<file path="config.mk">
export PLATFORM = sky130hd
export DESIGN_NAME = hb_regfile
export DESIGN_NICKNAME = d
export VERILOG_FILES = /design/src/rtl/hb_regfile_pkg.sv /design/src/rtl/hb_port.sv /design/src/rtl/hb_decode.sv /design/src/rtl/hb_bank.sv /design/src/rtl/hb_regfile.sv
export SDC_FILE = /design/constraint.sdc
export NUM_CORES = 2
export LEC_CHECK = 0
export BUFFER_PORTS_ARGS = -buffer_cell sky130_fd_sc_hd__buf_2
export CAP_MARGIN = 40
export CORE_MARGIN = 8
export CORE_UTILIZATION = 57
export CTS_BUF_LIST = sky130_fd_sc_hd__clkbuf_4 sky130_fd_sc_hd__clkbuf_8
export DETAILED_ROUTE_END_ITERATION = 8
export PLACE_DENSITY_LB_ADDON = 0.2
export SYNTH_ARGS = -nofsm -noshare
export SYNTH_HDL_FRONTEND = slang
export SYNTH_SLANG_ARGS = --single-unit
</file>
<file path="constraint.sdc">
create_clock -name clk_i -period 1.39 [get_ports clk_i]
set_input_delay 0.278 -clock clk_i [delete_from_list [all_inputs] [get_ports clk_i]]
set_output_delay 0.278 -clock clk_i [all_outputs]
set_load 0.02 [all_outputs]
</file>
<file path="src/rtl/hb_regfile_pkg.sv">
package hb_regfile_pkg;

  localparam int DW     = 64;
  localparam int SLOT_W = 5;
  localparam int NSLOT  = 1 << SLOT_W;

  typedef enum logic [3:0] {
    OP_BAD, OP_READ, OP_WR_PLAIN, OP_WR_AND, OP_WR_OR,
    OP_WR_SET, OP_WR_CLR, OP_WR_BAR, OP_WR_FSPBAR
  } op_e;

  localparam logic [SLOT_W-1:0] IX_FAULT     = 5'h00;
  localparam logic [SLOT_W-1:0] IX_FAULT_AND = 5'h01;
  localparam logic [SLOT_W-1:0] IX_FAULT_OR  = 5'h02;
  localparam logic [SLOT_W-1:0] IX_ACT0      = 5'h06;
  localparam logic [SLOT_W-1:0] IX_ACT1      = 5'h07;
  localparam logic [SLOT_W-1:0] IX_BAR       = 5'h0a;
  localparam logic [SLOT_W-1:0] IX_FSPBAR    = 5'h0b;
  localparam logic [SLOT_W-1:0] IX_CTRL      = 5'h0e;
  localparam logic [SLOT_W-1:0] IX_ERRMASK   = 5'h0f;
  localparam logic [SLOT_W-1:0] IX_ROUTE0    = 5'h10;
  localparam logic [SLOT_W-1:0] IX_CTRL_SET  = 5'h12;
  localparam logic [SLOT_W-1:0] IX_CTRL_CLR  = 5'h13;
  localparam logic [SLOT_W-1:0] IX_DMAHI     = 5'h14;
  localparam logic [SLOT_W-1:0] IX_ISTAT     = 5'h15;
  localparam logic [SLOT_W-1:0] IX_ROUTE_LO  = 5'h16;
  localparam logic [SLOT_W-1:0] IX_ROUTE_HI  = 5'h1b;

  localparam int MM_IDX_BASE = 10;

  // plain full-width read/write words
  function automatic logic slot_plain(input int s);
    return s == int'(IX_FAULT) || s == int'(IX_ACT0) || s == int'(IX_ACT1) ||
           s == int'(IX_CTRL) || s == int'(IX_ERRMASK) || s == int'(IX_ROUTE0) ||
           s == int'(IX_DMAHI) ||
           (s >= int'(IX_ROUTE_LO) && s <= int'(IX_ROUTE_HI));
  endfunction

  function automatic logic slot_readable(input int s);
    return slot_plain(s) || s == int'(IX_BAR) || s == int'(IX_FSPBAR) ||
           s == int'(IX_ISTAT);
  endfunction

endpackage

</file>
<file path="src/rtl/hb_port.sv">
module hb_port #(
  parameter int ADDR_W   = 16,
  parameter int IDX_W    = ADDR_W - 2,
  parameter int IDX_BASE = 0
) (
  input  logic [ADDR_W-1:0] addr_i,
  output logic [IDX_W-1:0]  idx_o
);
  localparam int SH_W = ADDR_W - 3;

  logic [SH_W-1:0] word;
  assign word  = addr_i[ADDR_W-1:3];
  assign idx_o = IDX_W'(word) + IDX_W'(IDX_BASE);
endmodule

</file>
<file path="src/rtl/hb_decode.sv">
module hb_decode
  import hb_regfile_pkg::*;
#(
  parameter int IDX_W = 14
) (
  input  logic [IDX_W-1:0]  idx_i,
  input  logic              write_i,
  input  logic              from_mm_i,
  input  logic [2:0]        size_i,
  output op_e               op_o,
  output logic [SLOT_W-1:0] slot_o
);
  logic              in_range;
  logic [SLOT_W-1:0] s;

  assign in_range = (idx_i >> SLOT_W) == '0;
  assign s        = idx_i[SLOT_W-1:0];

  always_comb begin
    op_o   = OP_BAD;
    slot_o = s;
    if (size_i == 3'd3 && in_range) begin
      if (!write_i) begin
        op_o = slot_readable(int'(s)) ? OP_READ : OP_BAD;
      end else begin
        unique case (s)
          IX_FAULT_AND: begin op_o = OP_WR_AND; slot_o = IX_FAULT; end
          IX_FAULT_OR:  begin op_o = OP_WR_OR;  slot_o = IX_FAULT; end
          IX_CTRL_SET:  begin op_o = OP_WR_SET; slot_o = IX_CTRL;  end
          IX_CTRL_CLR:  begin op_o = OP_WR_CLR; slot_o = IX_CTRL;  end
          IX_BAR:       op_o = from_mm_i ? OP_BAD : OP_WR_BAR;
          IX_FSPBAR:    op_o = OP_WR_FSPBAR;
          IX_ISTAT:     op_o = OP_BAD;
          default:      op_o = slot_plain(int'(s)) ? OP_WR_PLAIN : OP_BAD;
        endcase
      end
    end
  end
endmodule

</file>
<file path="src/rtl/hb_bank.sv">
module hb_bank
  import hb_regfile_pkg::*;
#(
  parameter logic [DW-1:0] BAR_RESET   = 64'h0000_0060_3020_0000,
  parameter logic [DW-1:0] BAR_MASK    = 64'h0003_ffff_fff0_0000,
  parameter logic [DW-1:0] FSPBAR_MASK = 64'h0003_ffff_0000_0000
) (
  input  logic              clk_i,
  input  logic              rst_ni,
  input  logic              go_i,
  input  op_e               op_i,
  input  logic [SLOT_W-1:0] slot_i,
  input  logic [DW-1:0]     wdata_i,
  output logic [DW-1:0]     rdata_o,
  output logic              err_o,
  output logic [DW-1:0]     bar_o
);
  localparam logic [DW-1:0] BAR_RST_VAL = (BAR_RESET & BAR_MASK) | 64'h1;

  logic [DW-1:0] slot_q [NSLOT];

  for (genvar i = 0; i < NSLOT; i++) begin : g_slot
    if (slot_readable(i)) begin : g_st
      localparam logic [DW-1:0] RST = (i == int'(IX_BAR)) ? BAR_RST_VAL : '0;
      logic [DW-1:0] q;
      always_ff @(posedge clk_i or negedge rst_ni) begin
        if (!rst_ni) begin
          q <= RST;
        end else if (go_i && slot_i == SLOT_W'(i)) begin
          case (op_i)
            OP_WR_PLAIN:  q <= wdata_i;
            OP_WR_AND:    q <= q & wdata_i;
            OP_WR_OR,
            OP_WR_SET:    q <= q | wdata_i;
            OP_WR_CLR:    q <= q & ~wdata_i;
            OP_WR_BAR:    q <= wdata_i & (BAR_MASK | 64'h1);
            OP_WR_FSPBAR: q <= wdata_i & FSPBAR_MASK;
            default:      q <= q;
          endcase
        end
      end
      assign slot_q[i] = q;
    end else begin : g_none
      assign slot_q[i] = '0;
    end
  end

  always_ff @(posedge clk_i or negedge rst_ni) begin
    if (!rst_ni) begin
      rdata_o <= '0;
      err_o   <= 1'b0;
    end else begin
      err_o <= go_i && op_i == OP_BAD;
      if (go_i) rdata_o <= (op_i == OP_READ) ? slot_q[slot_i] : '1;
    end
  end

  assign bar_o = slot_q[IX_BAR];

  AST_FAULT_OR_SETS: assert property (@(posedge clk_i) disable iff (!rst_ni)
    (go_i && op_i == OP_WR_OR) |=>
      ((slot_q[IX_FAULT] & $past(wdata_i)) == $past(wdata_i)));

  AST_CTRL_CLR_CLEARS: assert property (@(posedge clk_i) disable iff (!rst_ni)
    (go_i && op_i == OP_WR_CLR) |=>
      ((slot_q[IX_CTRL] & $past(wdata_i)) == '0));
endmodule

</file>
<file path="src/rtl/hb_regfile.sv">
module hb_regfile
  import hb_regfile_pkg::*;
#(
  parameter int            ADDR_W      = 16,
  parameter logic [63:0]   BAR_RESET   = 64'h0000_0060_3020_0000,
  parameter logic [63:0]   BAR_MASK    = 64'h0003_ffff_fff0_0000,
  parameter logic [63:0]   FSPBAR_MASK = 64'h0003_ffff_0000_0000
) (
  input  logic              clk_i,
  input  logic              rst_ni,
  input  logic              scan_valid_i,
  output logic              scan_ready_o,
  input  logic              scan_write_i,
  input  logic [2:0]        scan_size_i,
  input  logic [ADDR_W-1:0] scan_addr_i,
  input  logic [63:0]       scan_wdata_i,
  output logic              scan_ack_o,
  output logic [63:0]       scan_rdata_o,
  input  logic              mm_valid_i,
  output logic              mm_ready_o,
  input  logic              mm_write_i,
  input  logic [2:0]        mm_size_i,
  input  logic [ADDR_W-1:0] mm_addr_i,
  input  logic [63:0]       mm_wdata_i,
  output logic              mm_ack_o,
  output logic [63:0]       mm_rdata_o,
  output logic              err_o
);
  localparam int IDX_W  = ADDR_W - 2;
  localparam int NPORT  = 2;
  localparam int P_SCAN = 0;
  localparam int P_MM   = 1;

  logic [ADDR_W-1:0] addr_a [NPORT];
  logic [IDX_W-1:0]  idx_a  [NPORT];

  assign addr_a[P_SCAN] = scan_addr_i;
  assign addr_a[P_MM]   = mm_addr_i;

  for (genvar p = 0; p < NPORT; p++) begin : g_port
    hb_port #(
      .ADDR_W  (ADDR_W),
      .IDX_W   (IDX_W),
      .IDX_BASE((p == P_MM) ? MM_IDX_BASE : 0)
    ) u_port (
      .addr_i(addr_a[p]),
      .idx_o (idx_a[p])
    );
  end

  // fixed priority: scan port wins
  logic              go, sel_mm, wr;
  logic [2:0]        size;
  logic [IDX_W-1:0]  idx;
  logic [63:0]       wdata;
  op_e               op;
  logic [SLOT_W-1:0] slot;
  logic [63:0]       rdata, bar;
  logic              scan_ack_q, mm_ack_q;

  assign scan_ready_o = 1'b1;
  assign mm_ready_o   = !scan_valid_i;
  assign go           = scan_valid_i || mm_valid_i;
  assign sel_mm       = !scan_valid_i;
  assign wr           = sel_mm ? mm_write_i : scan_write_i;
  assign size         = sel_mm ? mm_size_i  : scan_size_i;
  assign idx          = sel_mm ? idx_a[P_MM] : idx_a[P_SCAN];
  assign wdata        = sel_mm ? mm_wdata_i : scan_wdata_i;

  hb_decode #(.IDX_W(IDX_W)) u_dec (
    .idx_i    (idx),
    .write_i  (wr),
    .from_mm_i(sel_mm),
    .size_i   (size),
    .op_o     (op),
    .slot_o   (slot)
  );

  hb_bank #(
    .BAR_RESET  (BAR_RESET),
    .BAR_MASK   (BAR_MASK),
    .FSPBAR_MASK(FSPBAR_MASK)
  ) u_bank (
    .clk_i  (clk_i),
    .rst_ni (rst_ni),
    .go_i   (go),
    .op_i   (op),
    .slot_i (slot),
    .wdata_i(wdata),
    .rdata_o(rdata),
    .err_o  (err_o),
    .bar_o  (bar)
  );

  always_ff @(posedge clk_i or negedge rst_ni) begin
    if (!rst_ni) begin
      scan_ack_q <= 1'b0;
      mm_ack_q   <= 1'b0;
    end else begin
      scan_ack_q <= scan_valid_i;
      mm_ack_q   <= mm_valid_i && !scan_valid_i;
    end
  end

  assign scan_ack_o   = scan_ack_q;
  assign mm_ack_o     = mm_ack_q;
  assign scan_rdata_o = rdata;
  assign mm_rdata_o   = rdata;

  AST_MM_BAR_LOCKED: assert property (@(posedge clk_i) disable iff (!rst_ni)
    (mm_valid_i && !scan_valid_i && mm_write_i && mm_size_i == 3'd3 &&
     idx_a[P_MM] == IDX_W'(IX_BAR)) |=> (err_o && $stable(bar)));

  AST_NARROW_REFUSED: assert property (@(posedge clk_i) disable iff (!rst_ni)
    (go && size != 3'd3) |=> (err_o && rdata == '1));

  AST_SCAN_FIRST: assert property (@(posedge clk_i) disable iff (!rst_ni)
    (scan_valid_i && mm_valid_i) |=> (scan_ack_o && !mm_ack_o));

  AST_UNMAPPED_ONES: assert property (@(posedge clk_i) disable iff (!rst_ni)
    (go && !wr && op == OP_BAD) |=> (err_o && rdata == '1));
endmodule

</file>
After elaboration in Yosys (flattened, before gate mapping)
Cells that the tools add are included.
{"block": "totals", "register_bits": 1091, "in_bits": 172, "output_inout_bits": 133, "elab_cells": 203}
{"block": "op_classes", "addsub": 1, "order_cmp": 3, "n_eq_ne": 40, "mux": 33, "bitwise": 50, "n_reduce_logical": 56}
{"op": "$pmux W64 S6", "count": 16}
{"op": "$and A64 B64 Y64", "count": 32}
{"op": "$or A64 B64 Y64", "count": 16}
{"op": "$bmux W64 S5", "count": 1}
{"op": "$mux W64", "count": 4}
{"op": "$eq A5 B5 Y1 const B", "count": 19}
{"op": "$not A64 Y64", "count": 1}
{"op": "$eq A5 B4 Y1 const B", "count": 8}
{"op": "$reduce_and A2 Y1", "count": 16}
{"op": "$pmux W4 S7", "count": 1}
{"op": "$logic_and A1 B1 Y1", "count": 20}
{"op": "$eq A4 B3 Y1 const B", "count": 4}
{"op": "$add A13 B4 Y14 const B", "count": 1}
{"op": "$logic_not A14 Y1", "count": 1}
{"op": "$mux W14", "count": 1}
{"op": "$logic_or A1 B1 Y1", "count": 11}
{"op": "$eq A5 B3 Y1 const B", "count": 2}
{"op": "$logic_not A5 Y1", "count": 2}
{"op": "$mux W5", "count": 2}
{"op": "$pmux W5 S2", "count": 1}
{"op": "$eq A4 B2 Y1 const B", "count": 2}
{"op": "$mux W4", "count": 2}
{"op": "$ge A6 B6 Y1 const B", "count": 1}
{"op": "$mux W3", "count": 2}
{"op": "14 further kinds", "count": 17}

Depth between registers and ports, before layout
{"block": "depth", "depth_word": 20, "depth_mapped": 15}

Cells and area by module
Synthesis repeated with hierarchy kept, for this count alone.
{"block": "unflattened", "hier_cells": 6201, "area_unflattened_um2": 58248.4}
{"module": "hb_bank", "n_inst": 1, "cells_per_inst": 5951, "area_per_inst_um2": 55869.8}
{"module": "hb_regfile", "n_inst": 1, "cells_per_inst": 162, "area_per_inst_um2": 1710.4}
{"module": "hb_decode", "n_inst": 1, "cells_per_inst": 43, "area_per_inst_um2": 317.8}
{"module": "hb_port at g_port[1].u_port", "n_inst": 1, "cells_per_inst": 30, "area_per_inst_um2": 241.5}
{"module": "hb_port at g_port[0].u_port", "n_inst": 1, "cells_per_inst": 15, "area_per_inst_um2": 108.9}

Worst setup path after synthesis
OpenSTA, ideal clock, no wires.
{"block": "synth_path", "kind": "input-to-reg", "start": "input port mm_addr_i[4]", "end": "register u_bank.rdata_o[17]", "setup_ps": 138, "t_arrival_ps": 3228, "required_ps": 1252, "slack_ps": -1976, "cell_stages": 12, "path_buffers": 3, "cell_sequence": "ha_1 > o2111a_1 > a211o_1 > a32oi_1 > nand4_4 > o31ai_4 > buf_4 > buf_6 > buf_2 > mux2i_1 > o21ai_0 > or4_1"}
{"block": "synth_between", "elab_chain_cells": 18, "word_cells_on_any_way": 50, "classes_between": "add/sub: 1; order compare: 2; eq/ne: 17; mux: 13; bitwise: 1; reduce/logical: 16"}
{"item": "start, declared", "line_no": "hb_regfile.sv:23", "rtl": "input logic [ADDR_W-1:0] mm_addr_i,"}
{"item": "$add A13 B4 Y14 *", "line_no": "hb_port.sv:13", "rtl": "assign idx_o = IDX_W'(word) + IDX_W'(IDX_BASE);"}
{"item": "$mux W14 *", "line_no": "hb_regfile.sv:67", "rtl": "assign idx = sel_mm ? idx_a[P_MM] : idx_a[P_SCAN];"}
{"item": "parallel branches: the longest is 15 deep, another holds $bmux W64 S5"}
{"item": "$mux W64 *", "line_no": "hb_bank.sv:54", "rtl": "if (go_i) rdata_o <= (op_i == OP_READ) ? slot_q[slot_i] : '1;"}
{"item": "end signal, assigned", "line_no": "hb_bank.sv:54"}
{"item": "end, declared", "line_no": "hb_bank.sv:14", "rtl": "output logic [DW-1:0] rdata_o,"}
Mark *: on every way between the ends. The select of a mux whose other input is x is not followed.
A chain may end at the register's enable or synchronous reset.

Worst setup path in the final report
{"block": "layout_path", "start": "input port mm_addr_i[4]", "end": "register u_bank.g_slot[14].g_st.q[9]"}
{"block": "layout_between", "elab_chain_cells": 20, "word_cells_on_any_way": 57, "classes_between": "add/sub: 1; order compare: 2; eq/ne: 24; mux: 10; reduce/logical: 20"}
{"item": "$add A13 B4 Y14 *", "line_no": "hb_port.sv:13"}
{"item": "$mux W14 *", "line_no": "hb_regfile.sv:67"}
{"item": "parallel branches: the longest is 18 deep, another holds $pmux W4 S7"}
{"item": "end signal, assigned", "line_no": "hb_bank.sv:31", "rtl": "OP_WR_PLAIN: q <= wdata_i;"}
{"item": "end signal, assigned", "line_no": "hb_bank.sv:32", "rtl": "OP_WR_AND: q <= q & wdata_i;"}
{"item": "end signal, assigned", "line_no": "hb_bank.sv:34", "rtl": "OP_WR_SET: q <= q | wdata_i;"}
{"item": "end, declared", "line_no": "hb_bank.sv:25", "rtl": "logic [DW-1:0] q;"}
Mark *: on every way between the ends.

==> metrics.md <==
| Metric | Value |
|---|---|
| Status | `complete, but fails checks` |
| Failing checks | `design-rule violations, negative setup slack` |
| Peak VDD IR | `0.893 mV` |
| Startpoint types | `input port` |
| Seq/Total Area, Yosys | `55.1%` |
| Slew of the pin with the lowest slew margin | `730 ps` |
| Hold Vio Cnt, Final | `0` |
| Finished Core Util | `76.5%` |
| Initial antenna violation count | `6` |
| Post-route cell area | `66100 um^2` |
| Clk buf depth | `3` |
| Reg2reg setup slack | `-460 ps` |
| Worst r2r dst | `u_bank.rdata_o[37]$_DFFE_PN0N_` |
| Synth top area share | `54.7%` |
| Die Wd | `311 um` |
| Final setup TNS | `-1024090 ps` |
| Clock skew | `43.9 ps` |
| CORE AREA | `86500 um^2` |
| I/O Pins | `305` |
| Type of the most critical hold path | `in -> reg` |
| Area growth syn-to-layout | `33.3%` |
| Drt first pass iters | `9` |
| Top cells by area, synth | `dfrtp_1, o21ai_0, nand2_1` |
| Cell taking the most area after synthesis | `dfrtp_1` |
| Placed cell area | `57900 um^2` |
| Tot GR Track Use | `36.9%` |
| First-pass GRT wire length | `278000 um` |
| Max_slew headroom | `50.8%` |
| Power Density | `1070 nW/um^2` |
| Hold Path End | `u_bank.g_slot[14].g_st.q[0]$_DFFE_PN0P_` |
| H-tree levels | `4` |
| Root buf cell | `clkbuf_8` |
| R2r startpoint | `u_bank.g_slot[11].g_st.q[37]$_DFFE_PN0P_` |
| Top-count cell post-synth | `nand2_1` |
| Syn. warnings | `0` |
| Required @ worst endpoint | `2100 ps` |
| Synthesized netlist cell count | `5152` |
| Post-synth EDFFs | `0` |
| Count of final setup violators | `1156` |
| Mean Syn Cell Area | `9.63 um^2` |
| ANT nets after route | `0` |
| Flops & latches, synth | `1091` |
| Die area | `96700 um^2` |
| Via count | `46751` |
| Post-route minimum period | `2670 ps` |
| Crit end category | `flip-flop` |
| Final nets | `6159` |
| Pin count of the biggest net entering global routing | `75` |
| Syn nets | `5325` |
| Final worst slack | `-1280 ps` |
| Worst hold path startpoint | `scan_wdata_i[0]` |
| Part of the cycle the worst path needs | `192%` |
| Top cells by count, synth | `nand2_1, dfrtp_1, o21ai_0, clkbuf_1, mux2i_1` |
| CP Class | `in -> reg` |
| Clk slew on worst S/H paths | `60 ps` |
| Wire length per cell | `26.5 um` |
| Die height | `311 um` |
| Routed vias/inst | `6.42` |
| Vias in the first global route | `46409` |
| CTS Buf Count | `177` |
| CTS tree | `built` |
| Hold depth | `5` |
| Slew Viols, Final | `0` |
| Mapped Area | `49600 um^2` |
| Layout cells sized above 1 | `29.7%` |
| HPWL Detailed | `115000 um` |
| Synth cell types | `80` |
| Top_reg_cell synth | `dfrtp_1` |
| CP max FO | `24` |
| Buffers on Ports | `297` |
| Maximum capacitance violations | `0` |
| RSZ-0062 raised after global routing | `yes` |
| Routability cong. | `0.932` |
| FFs w/ async S/R, synth | `100%` |
| Arrival @ worst endpoint | `3370 ps` |
| Register-to-Register Path Depth | `6` |
| Initial DRC count | `6122` |
| Final total power | `0.0708 W` |
| Routed wire length | `193000 um` |
| Fmax | `375 MHz` |
| Clock latency on the worst-skew pair | `860 ps` |
| DRC Markers | `2` |
| LEAKAGE | `30.4 nW` |
| Clock sinks | `1091` |
| Starting Density | `57.3%` |
| # rows | `108` |
| Grt total ovfl | `0` |
[placed cells by master (no fill, tap or decap), drive strengths merged, types with 5 or more instances in the layout]
master	synthesis	layout
a311o	9	9
nand4	12	12
nand3	29	29
clkinv	0	23
clkbuf	406	297
a21boi	13	13
a31oi	53	53
xor2	5	5
a221o	8	8
and2	51	51
dlygate4sd3	0	114
or4	33	33
dfstp	6	6
o211ai	25	25
and3	43	43
buf	184	1109
mux2	73	73
o211a	18	18
a31o	22	22
o22ai	29	29
a221oi	81	81
nand2b	55	55
o21ai	1046	1046
a41o	7	7
a222oi	50	50
a21o	15	15
nor4	6	6
nor2	117	117
nor3	32	32
a22oi	40	40
mux2i	231	231
a211oi	75	75
a21oi	108	108
dfrtp	1085	1085
diode	0	7
a22o	17	17
nand2	1105	1106
inv	10	20
o31ai	13	13
[layer usage]
layer | GRT usage, % | routed length [um] | up-vias
li1 | - | - | 19752
met1 | 46.0 | 69600 | 22754
met2 | 57.0 | 85600 | 3348
met3 | 8.97 | 21900 | 895
met4 | 25.1 | 15800 | 2
met5 | 0.252 | 13 | -
[logic make-up (layout without fill, tap and decap cells)]
family	count (synthesis)	after routing	synth area share, %
adders and majority gates	1	1	0.0252
muxes	304	304	6.39
DFF	1091	1091	55.1
other	1	8	0.00756
and+or+nand+nor	1496	1497	12.8
xor gates and xnor gates	9	9	0.159
buffers and inverters	600	1570	5.57
AOI/OAI and AO/OA	1650	1650	19.9
[through the flow]
step	hold WS, ps	instances	setup slack [ps]
6_report	7.64	7285	-1280
5_1_grt	41.2	7282	-1340
4_1_cts	0.176	7206	-1110
3_5_place_dp	183	6724	-2280
3_3_place_gp	186	6723	-2180
2_1_floorplan	-17.6	5152	-1640
[how the worst max path moves through the flow]
stage / from / to / slack (ps) / cells after the start
5_1_grt: mm_addr_i[4] / u_bank.g_slot[14].g_st.q[9]$_DFFE_PN0P_ / -1340 / 16
4_1_cts: mm_addr_i[4] / u_bank.rdata_o[38]$_DFFE_PN0N_ / -1110 / 15
2_1_floorplan: mm_addr_i[4] / u_bank.rdata_o[35]$_DFFE_PN0N_ / -1640 / 13
6_report: mm_addr_i[4] / u_bank.g_slot[14].g_st.q[9]$_DFFE_PN0P_ / -1280 / 16
3_5_place_dp: mm_addr_i[4] / u_bank.rdata_o[29]$_DFFE_PN0N_ / -2280 / 12
3_3_place_gp: mm_addr_i[4] / u_bank.rdata_o[48]$_DFFE_PN0N_ / -2180 / 13
[report_power, final]
group	total [W]	leakage (nW)	switching [W]	internal, W
clock	0.0298	2.03	0.0134	0.0163
sequential	0.0321	14.9	0.000151	0.0319
combinational	0.00900	13.4	0.00526	0.00374
total	0.0708	30.4	0.0188	0.0520
[final cells by class]
| type | count | area, um^2 |
|---|---|---|
| timing repair buffer | 1244 | 12500 |
| antenna | 7 | 17.5 |
| fill | 5689 | 20400 |
| clock buffer | 279 | 3440 |
| sequential | 1091 | 27300 |
| inverter | 10 | 37.5 |
| clock inverter | 37 | 333 |
| tap | 1155 | 1450 |
| multi-input combinational | 3462 | 21100 |
[critical path, stage by stage]
cell	delay, ps
buf_8	100
ha_4	160
o2111a_2	270
a211o_1	280
a32oi_2	220
and4_4	320
buf_6	110
a31o_4	190
buf_12	160
buf_4	120
buf_6	230
nand3_4	150
buf_12	170
clkbuf_16	210
o21ai_0	210
o21ai_0	140
[timing repair]
action	in CTS	in global routing
pin swaps	38	53
buffers inserted	39	57
endpoints found under the setup margin	1156	1156
resized for setup	173	301
cloned	13	21
hold endpoints to repair	1215	0
hold buffers	114	0
[flip-flops by register name, indices dropped and copies added, names as in the netlist]
register	count
u_bank.bar_o	64
u_bank.err_o	1
scan_ack_o	1
u_bank.g_slot.g_st.q	960
mm_ack_o	1
u_bank.rdata_o	64
(Power assumes the default switching activity.)
